<file path="src/rtl/cal_req_pkg.sv">
package cal_req_pkg;
  localparam int CHAN_W = 6;
  localparam int SIC_W  = 6;

  typedef struct packed {
    logic [CHAN_W-1:0] chan;
    logic [SIC_W-1:0]  sic;
  } cal_entry_t;
endpackage

</file>
<file path="src/rtl/cal_table.sv">
module cal_table
  import cal_req_pkg::*;
#(
  parameter  int DEPTH = 64,
  localparam int AW    = $clog2(DEPTH)
) (
  input  logic        clk,
  input  logic        wr_en,
  input  logic [AW-1:0] wr_addr,
  input  cal_entry_t  wr_data,
  input  logic [AW-1:0] rd_addr,
  output cal_entry_t  rd_data
);
  cal_entry_t mem [DEPTH];

  // Write lands at the edge; a read in the same cycle still sees old data.
  always_ff @(posedge clk) begin
    if (wr_en && (int'(wr_addr) < DEPTH)) mem[wr_addr] <= wr_data;
  end

  assign rd_data = mem[rd_addr];
endmodule

</file>
<file path="src/rtl/cal_pointer.sv">
module cal_pointer #(
  parameter  int DEPTH = 64,
  localparam int AW    = $clog2(DEPTH),
  localparam int LW    = AW + 1
) (
  input  logic          clk,
  input  logic          rst_n,
  input  logic          adv,
  input  logic [LW-1:0] len,
  output logic [AW-1:0] ptr
);
  logic [AW-1:0] ptr_q;
  logic          at_last;

  assign at_last = (LW'(ptr_q) + LW'(1)) >= len;

  always_ff @(posedge clk) begin
    if (!rst_n)   ptr_q <= '0;
    else if (adv) ptr_q <= at_last ? '0 : ptr_q + AW'(1);
  end

  assign ptr = ptr_q;
endmodule

</file>
<file path="src/rtl/rate_credit.sv">
module rate_credit #(
  parameter int RATE_W = 8
) (
  input  logic              clk,
  input  logic              rst_n,
  input  logic              run,
  input  logic [RATE_W-1:0] num,
  input  logic [RATE_W-1:0] den,
  output logic              elig
);
  logic [RATE_W-1:0] acc_q, acc_eff, acc_d;
  logic [RATE_W:0]   sum;
  logic              full, hit;

  assign full    = (num >= den);
  assign acc_eff = (acc_q >= den) ? '0 : acc_q;
  assign sum     = {1'b0, acc_eff} + {1'b0, num};
  assign hit     = full || (sum >= {1'b0, den});
  assign elig    = run && hit;

  always_comb begin
    acc_d = acc_q;
    if (run) begin
      if (full)     acc_d = '0;
      else if (hit) acc_d = RATE_W'(sum - {1'b0, den});
      else          acc_d = sum[RATE_W-1:0];
    end
  end

  always_ff @(posedge clk) begin
    if (!rst_n) acc_q <= '0;
    else        acc_q <= acc_d;
  end

  // with a steady window, leftover credit stays below one window
  p_credit_bound_r5: assert property (@(posedge clk) disable iff (!rst_n)
    ($past(run && (num < den)) && $stable(den)) |-> (acc_q < den));
endmodule

</file>
<file path="src/rtl/backoff_gate.sv">
module backoff_gate (
  input  logic clk,
  input  logic rst_n,
  input  logic ready,
  input  logic elig,
  output logic started,
  output logic issue
);
  logic started_q, skip_q;

  assign issue = started_q && elig && (ready || !skip_q);

  always_ff @(posedge clk) begin
    if (!rst_n) begin
      started_q <= 1'b0;
      skip_q    <= 1'b0;
    end else begin
      started_q <= started_q || ready;
      if (!started_q || ready) skip_q <= 1'b0;
      else if (elig)           skip_q <= !skip_q;
    end
  end

  assign started = started_q;
endmodule

</file>
<file path="src/rtl/cal_req_issuer.sv">
module cal_req_issuer
  import cal_req_pkg::*;
#(
  parameter  int DEPTH  = 64,
  parameter  int RATE_W = 8,
  localparam int AW     = $clog2(DEPTH),
  localparam int LW     = AW + 1
) (
  input  logic              clk,
  input  logic              rst_n,
  input  logic              req_ready,
  input  logic [RATE_W-1:0] rate_num,
  input  logic [RATE_W-1:0] rate_den,
  input  logic [LW-1:0]     cal_len,
  input  logic              cal_we,
  input  logic [AW-1:0]     cal_waddr,
  input  logic [CHAN_W-1:0] cal_wchan,
  input  logic [SIC_W-1:0]  cal_wsic,
  output logic              req_valid,
  output logic [CHAN_W-1:0] req_chan,
  output logic [SIC_W-1:0]  req_sic
);
  logic          started, elig, issue;
  logic [AW-1:0] ptr;
  cal_entry_t    wr_ent, rd_ent;
  logic          valid_q, bo_q;
  cal_entry_t    out_q;

  assign wr_ent = '{chan: cal_wchan, sic: cal_wsic};

  cal_table #(.DEPTH(DEPTH)) u_table (
    .clk(clk), .wr_en(cal_we), .wr_addr(cal_waddr), .wr_data(wr_ent),
    .rd_addr(ptr), .rd_data(rd_ent)
  );

  cal_pointer #(.DEPTH(DEPTH)) u_ptr (
    .clk(clk), .rst_n(rst_n), .adv(issue), .len(cal_len), .ptr(ptr)
  );

  rate_credit #(.RATE_W(RATE_W)) u_credit (
    .clk(clk), .rst_n(rst_n), .run(started),
    .num(rate_num), .den(rate_den), .elig(elig)
  );

  backoff_gate u_gate (
    .clk(clk), .rst_n(rst_n), .ready(req_ready), .elig(elig),
    .started(started), .issue(issue)
  );

  always_ff @(posedge clk) begin
    if (!rst_n) begin
      valid_q <= 1'b0;
      out_q   <= '0;
      bo_q    <= 1'b0;
    end else begin
      valid_q <= issue;
      bo_q    <= !req_ready;
      if (issue) out_q <= rd_ent;
    end
  end

  assign req_valid = valid_q;
  assign req_chan  = out_q.chan;
  assign req_sic   = out_q.sic;

  // nothing leaves before ready was seen
  p_quiet_before_start_r1: assert property (@(posedge clk) disable iff (!rst_n)
    !started |=> !req_valid);

  // full programmed rate with ready high gives a request every cycle
  p_full_rate_r4: assert property (@(posedge clk) disable iff (!rst_n)
    (started && req_ready && (rate_num >= rate_den)) |=> req_valid);

  // two requests issued under backoff are never adjacent
  p_backoff_gap_r6: assert property (@(posedge clk) disable iff (!rst_n)
    (req_valid && bo_q) |=> !(req_valid && bo_q));
endmodule

</file>
<file path="config.mk">
export PLATFORM = sky130hd
export DESIGN_NAME = cal_req_issuer
export DESIGN_NICKNAME = d
export VERILOG_FILES = /design/src/rtl/cal_req_pkg.sv /design/src/rtl/cal_table.sv /design/src/rtl/cal_pointer.sv /design/src/rtl/rate_credit.sv /design/src/rtl/backoff_gate.sv /design/src/rtl/cal_req_issuer.sv
export SDC_FILE = /design/constraint.sdc
export NUM_CORES = 1
export LEC_CHECK = 0
export ABC_AREA = 1
export BUFFER_PORTS_ARGS = -buffer_cell sky130_fd_sc_hd__buf_2
export CORE_UTILIZATION = 50
export CTS_CLUSTER_DIAMETER = 120
export DETAILED_ROUTE_END_ITERATION = 10
export GPL_ROUTABILITY_DRIVEN = 1
export GPL_TIMING_DRIVEN = 0
export PLACE_DENSITY = 0.66
export SYNTH_ARGS = -nofsm -noshare
export SYNTH_HDL_FRONTEND = slang
export SYNTH_HIERARCHICAL = 1
export SYNTH_SLANG_ARGS = --single-unit
export TNS_END_PERCENT = 30
</file>
<file path="constraint.sdc">
create_clock -name clk -period 4.8 [get_ports clk]
set_clock_uncertainty 0.2 [all_clocks]
set_input_delay 0 -clock clk [delete_from_list [all_inputs] [get_ports clk]]
set_output_delay 0 -clock clk [all_outputs]
set_load 0.05 [all_outputs]
</file>
==> impl_metrics.env <==
export IMPL_status="finished clean"
export IMPL_antenna_left=0
export IMPL_yosysTopAreaCell="edfxtp_1"
export IMPL_diodes=0
export IMPL_p_per_area_nw_per_um2=411
export IMPL_synth_top_area_share_pct=67.5
export IMPL_ys_ff_latch=797
export IMPL_synth_fa_ha_area_share_pct=1.58
export IMPL_cp_common_cell="nand2_1"
export IMPL_place_port_buffers=53
export IMPL_max_slew_margin_pct=5.57
export IMPL_wirelength_microns=103000
export IMPL_grt_pass1_wl_microns=149000
export IMPL_num_nets_final=3353
export IMPL_cts_max_level=3
export IMPL_slew_viol_final=0
export IMPL_yosysMostFrequentCell="nand2_1"
export IMPL_hold_viol_final=0
export IMPL_cts_sinks=797
export IMPL_synthTopCellsByCount="1,080 x nand2_1, 768 x edfxtp_1, 679 x nand3_1, 103 x nor2_1, 85 x inv_1"
export IMPL_ys_warn_count=6
export IMPL_slowest_stage="ha_1"
export IMPL_area_growth_pct=14.0
export IMPL_worstMarginPinSlew_ns=1.41
export IMPL_synth_cell_types=37
export IMPL_finalSetupViolations=0
export IMPL_max_cap_viol_count=0
export IMPL_finalCritPeriodShare_pct=93.6
export IMPL_drt_initial_drc_count=3062
export IMPL_clk_pin_slew_ns=0.06
export IMPL_wl_per_cell_microns=24.6
export IMPL_dpl_hpwl_microns=68700
export IMPL_crit_fanout=10
export IMPL_place_ws_ns=-0.491
export IMPL_start_util_pct=50.7
export IMPL_synth_top_cells_by_area="edfxtp_1 68%, nand2_1 12%, nand3_1 9.9%"
export IMPL_start_kind="flip-flop"
export IMPL_muxShareOfSynthArea_pct=0
export IMPL_synth_xor_area_share_pct=0.205
export IMPL_num_vias=24700
export IMPL_grt_pass1_vias=23100
export IMPL_path_buf_inv=4
export IMPL_setup_ws_ns=0.307
export IMPL_grtUsageTotal_pct=29.7
export IMPL_drive_above_1_share_pct=11.4
export IMPL_clkLatencyLatePin_ns=0.65
export IMPL_critPathTopFamily="simple AND/OR/NAND/NOR gates"
export IMPL_end_kind="flip-flop"
export IMPL_synth_edff_count=768
export IMPL_hold_class="in -> reg"
export IMPL_final_seq_area_sq_um=23600
export IMPL_timing_fmax_mhz=223
export IMPL_synthArstFlopShare_pct=0
export IMPL_cts_tree="done"
export IMPL_synth_nets=3154
export IMPL_grt_max_degree=65
export IMPL_synth_top_family_by_area="simple AND/OR/NAND/NOR gates"
export IMPL_die_x_microns=263
export IMPL_setup_tns_ns=0
export IMPL_overflow=0
export IMPL_fill_cells=5569
export IMPL_io_pins=58
export IMPL_utilization_pct=57.8
export IMPL_worstSetupPathType="reg -> reg"
export IMPL_power_leakage_nw=14.6
export IMPL_synth_compound_area_share_pct=0.941
export IMPL_syn_avg_cell_area_sq_um=11.1
export IMPL_fin_crit_ns=4.49
export IMPL_final_cell_count_no_fill=4206
export IMPL_ys_flop_type="edfxtp_1"
export IMPL_die_area_sq_um=69400
export IMPL_crit_required_ns=5.12
export IMPL_viasPerCell=5.87
export IMPL_dr_pass1_iters=6
export IMPL_ir_worst_vdd_mv=0.220
export IMPL_rows=95
export IMPL_cts_root_buffer="clkbuf_16"
export IMPL_netlist_area_sq_um=34200
export IMPL_placedCellCount=4012
export IMPL_multi_input_area_sq_um=9210
export IMPL_fp_dieH_microns=263
export IMPL_crit_arrival_ns=4.82
export IMPL_yosys_area_share_simple_pct=23.8
export IMPL_cp_slowest_stage_delay_ns=0.33
export IMPL_core_sq_um=67400
export IMPL_seq_area_frac_synth_pct=69.2
export IMPL_place_congestion=0.976
export IMPL_numCtsBuffers=81
export IMPL_power_mw=16.0
export IMPL_drc_errors=0
export IMPL_cts_max_path_buffers=3
export IMPL_syn_inst=3067
export IMPL_antenna_found_initial=3
## area by class of cell
class / instances / area share [%]
Sequential cell: 797 / 60.7
Multi-Input combinational cell: 2008 / 23.7
Clock buffer: 109 / 5.69
Buffer: 174 / 2.92
Tap cell: 873 / 2.81
Timing Repair Buffer: 116 / 2.32
Clock inverter: 41 / 1.02
Inverter: 88 / 0.861
## report_power, final
| group | switching (mW) | internal (mW) | leakage [nW] |
|---|---|---|---|
| Clock | 2.63 | 3.58 | 1.27 |
| Combinational | 1.45 | 0.592 | 6.18 |
| Sequential | 0.0354 | 7.69 | 7.15 |
| Total | 4.12 | 11.9 | 14.6 |
## registers in the layout, summed over array words and instances, names as in the netlist
register        cells
u_table/mem       768
req_valid           1
req_chan            6
req_sic             6
u_gate/skip_q       1
u_ptr/ptr           6
u_credit/acc_q      8
u_gate/started      1
## cell families after synthesis
| kind of cell | after synthesis |
|---|---|
| adder cells (fa/ha/maj) | 42 |
| XOR/XNOR | 8 |
| buffers and inverters | 262 |
| flip-flops | 797 |
| AND/OR/NAND/NOR | 1902 |
| AO/OA/AOI/OAI | 56 |
## placed cells by master, fill, tap and decap left out, types with 9 or more instances in the layout
cell | Yosys | layout
clkbuf_1 | 28 | 50
buf_2 | 80 | 124
clkbuf_16 | 0 | 84
a21oi_1 | 32 | 28
buf_6 | 39 | 41
clkinv_1 | 1 | 15
dlygate4sd3_1 | 0 | 38
dfxtp_1 | 29 | 28
inv_1 | 85 | 85
clkinv_2 | 0 | 11
nor2_1 | 103 | 90
nand2_1 | 1080 | 1078
nand4_1 | 16 | 16
nor2_2 | 4 | 16
buf_1 | 9 | 9
ha_1 | 40 | 38
buf_4 | 16 | 44
edfxtp_1 | 768 | 768
o21ai_0 | 10 | 10
nand3_1 | 679 | 679
## per-stage QoR
stage | cell area (sq um) | hold slack (ns)
after floorplan | 34200 | -0.101
final | 38900 | 0.0201
after CTS | 38700 | 0.00668
after detailed placement | 35800 | 0.0596
after global routing | 38900 | 0.0372
after global placement | 35500 | 0.0253
## worst min-delay path, delay by kind of cell
family	cells	cell delay, ns
buffers and inverters	2	0.22
AND/OR/NAND/NOR	1	0.07
AO/OA/AOI/OAI	2	0.13
adder cells (fa/ha/maj)	1	0.25
XOR/XNOR	1	0.13
## worst paths after layout
kind	from	to	slack [ns]	cells after the start
min reg2reg	req_sic[1]$_SDFFE_PN0P_	req_sic[1]$_SDFFE_PN0P_	0.27	2
max reg2reg	u_credit/acc_q[7]$_SDFFE_PN0P_	req_chan[0]$_SDFFE_PN0P_	0.31	28
min	rate_den[3]	u_credit/acc_q[3]$_SDFFE_PN0P_	0.02	7
max	u_credit/acc_q[7]$_SDFFE_PN0P_	req_chan[0]$_SDFFE_PN0P_	0.31	28
## metal layers
metal  wire (microns)  GRT usage (%)  up-vias  part of all wire, %
li1                 -              -    11100                    -
met1            41800           41.8    12100                   40
met2            47400           46.2     1360                   46
met3            10300           4.99      182                   10
met4             3720           11.5        2                  3.6
met5               10              0        -               0.0097
## what timing repair did
| action | CTS | global route |
|---|---|---|
| hold endpoints to repair | 353 | 353 |
| gates resized for setup | 10 | 12 |
| buffers inserted | 1 | 1 |
| pin swaps | 3 | 4 |
| endpoints found under the setup margin | 19 | 19 |
| hold buffers | 32 | 6 |
Power figures use the tool's default switching activity.
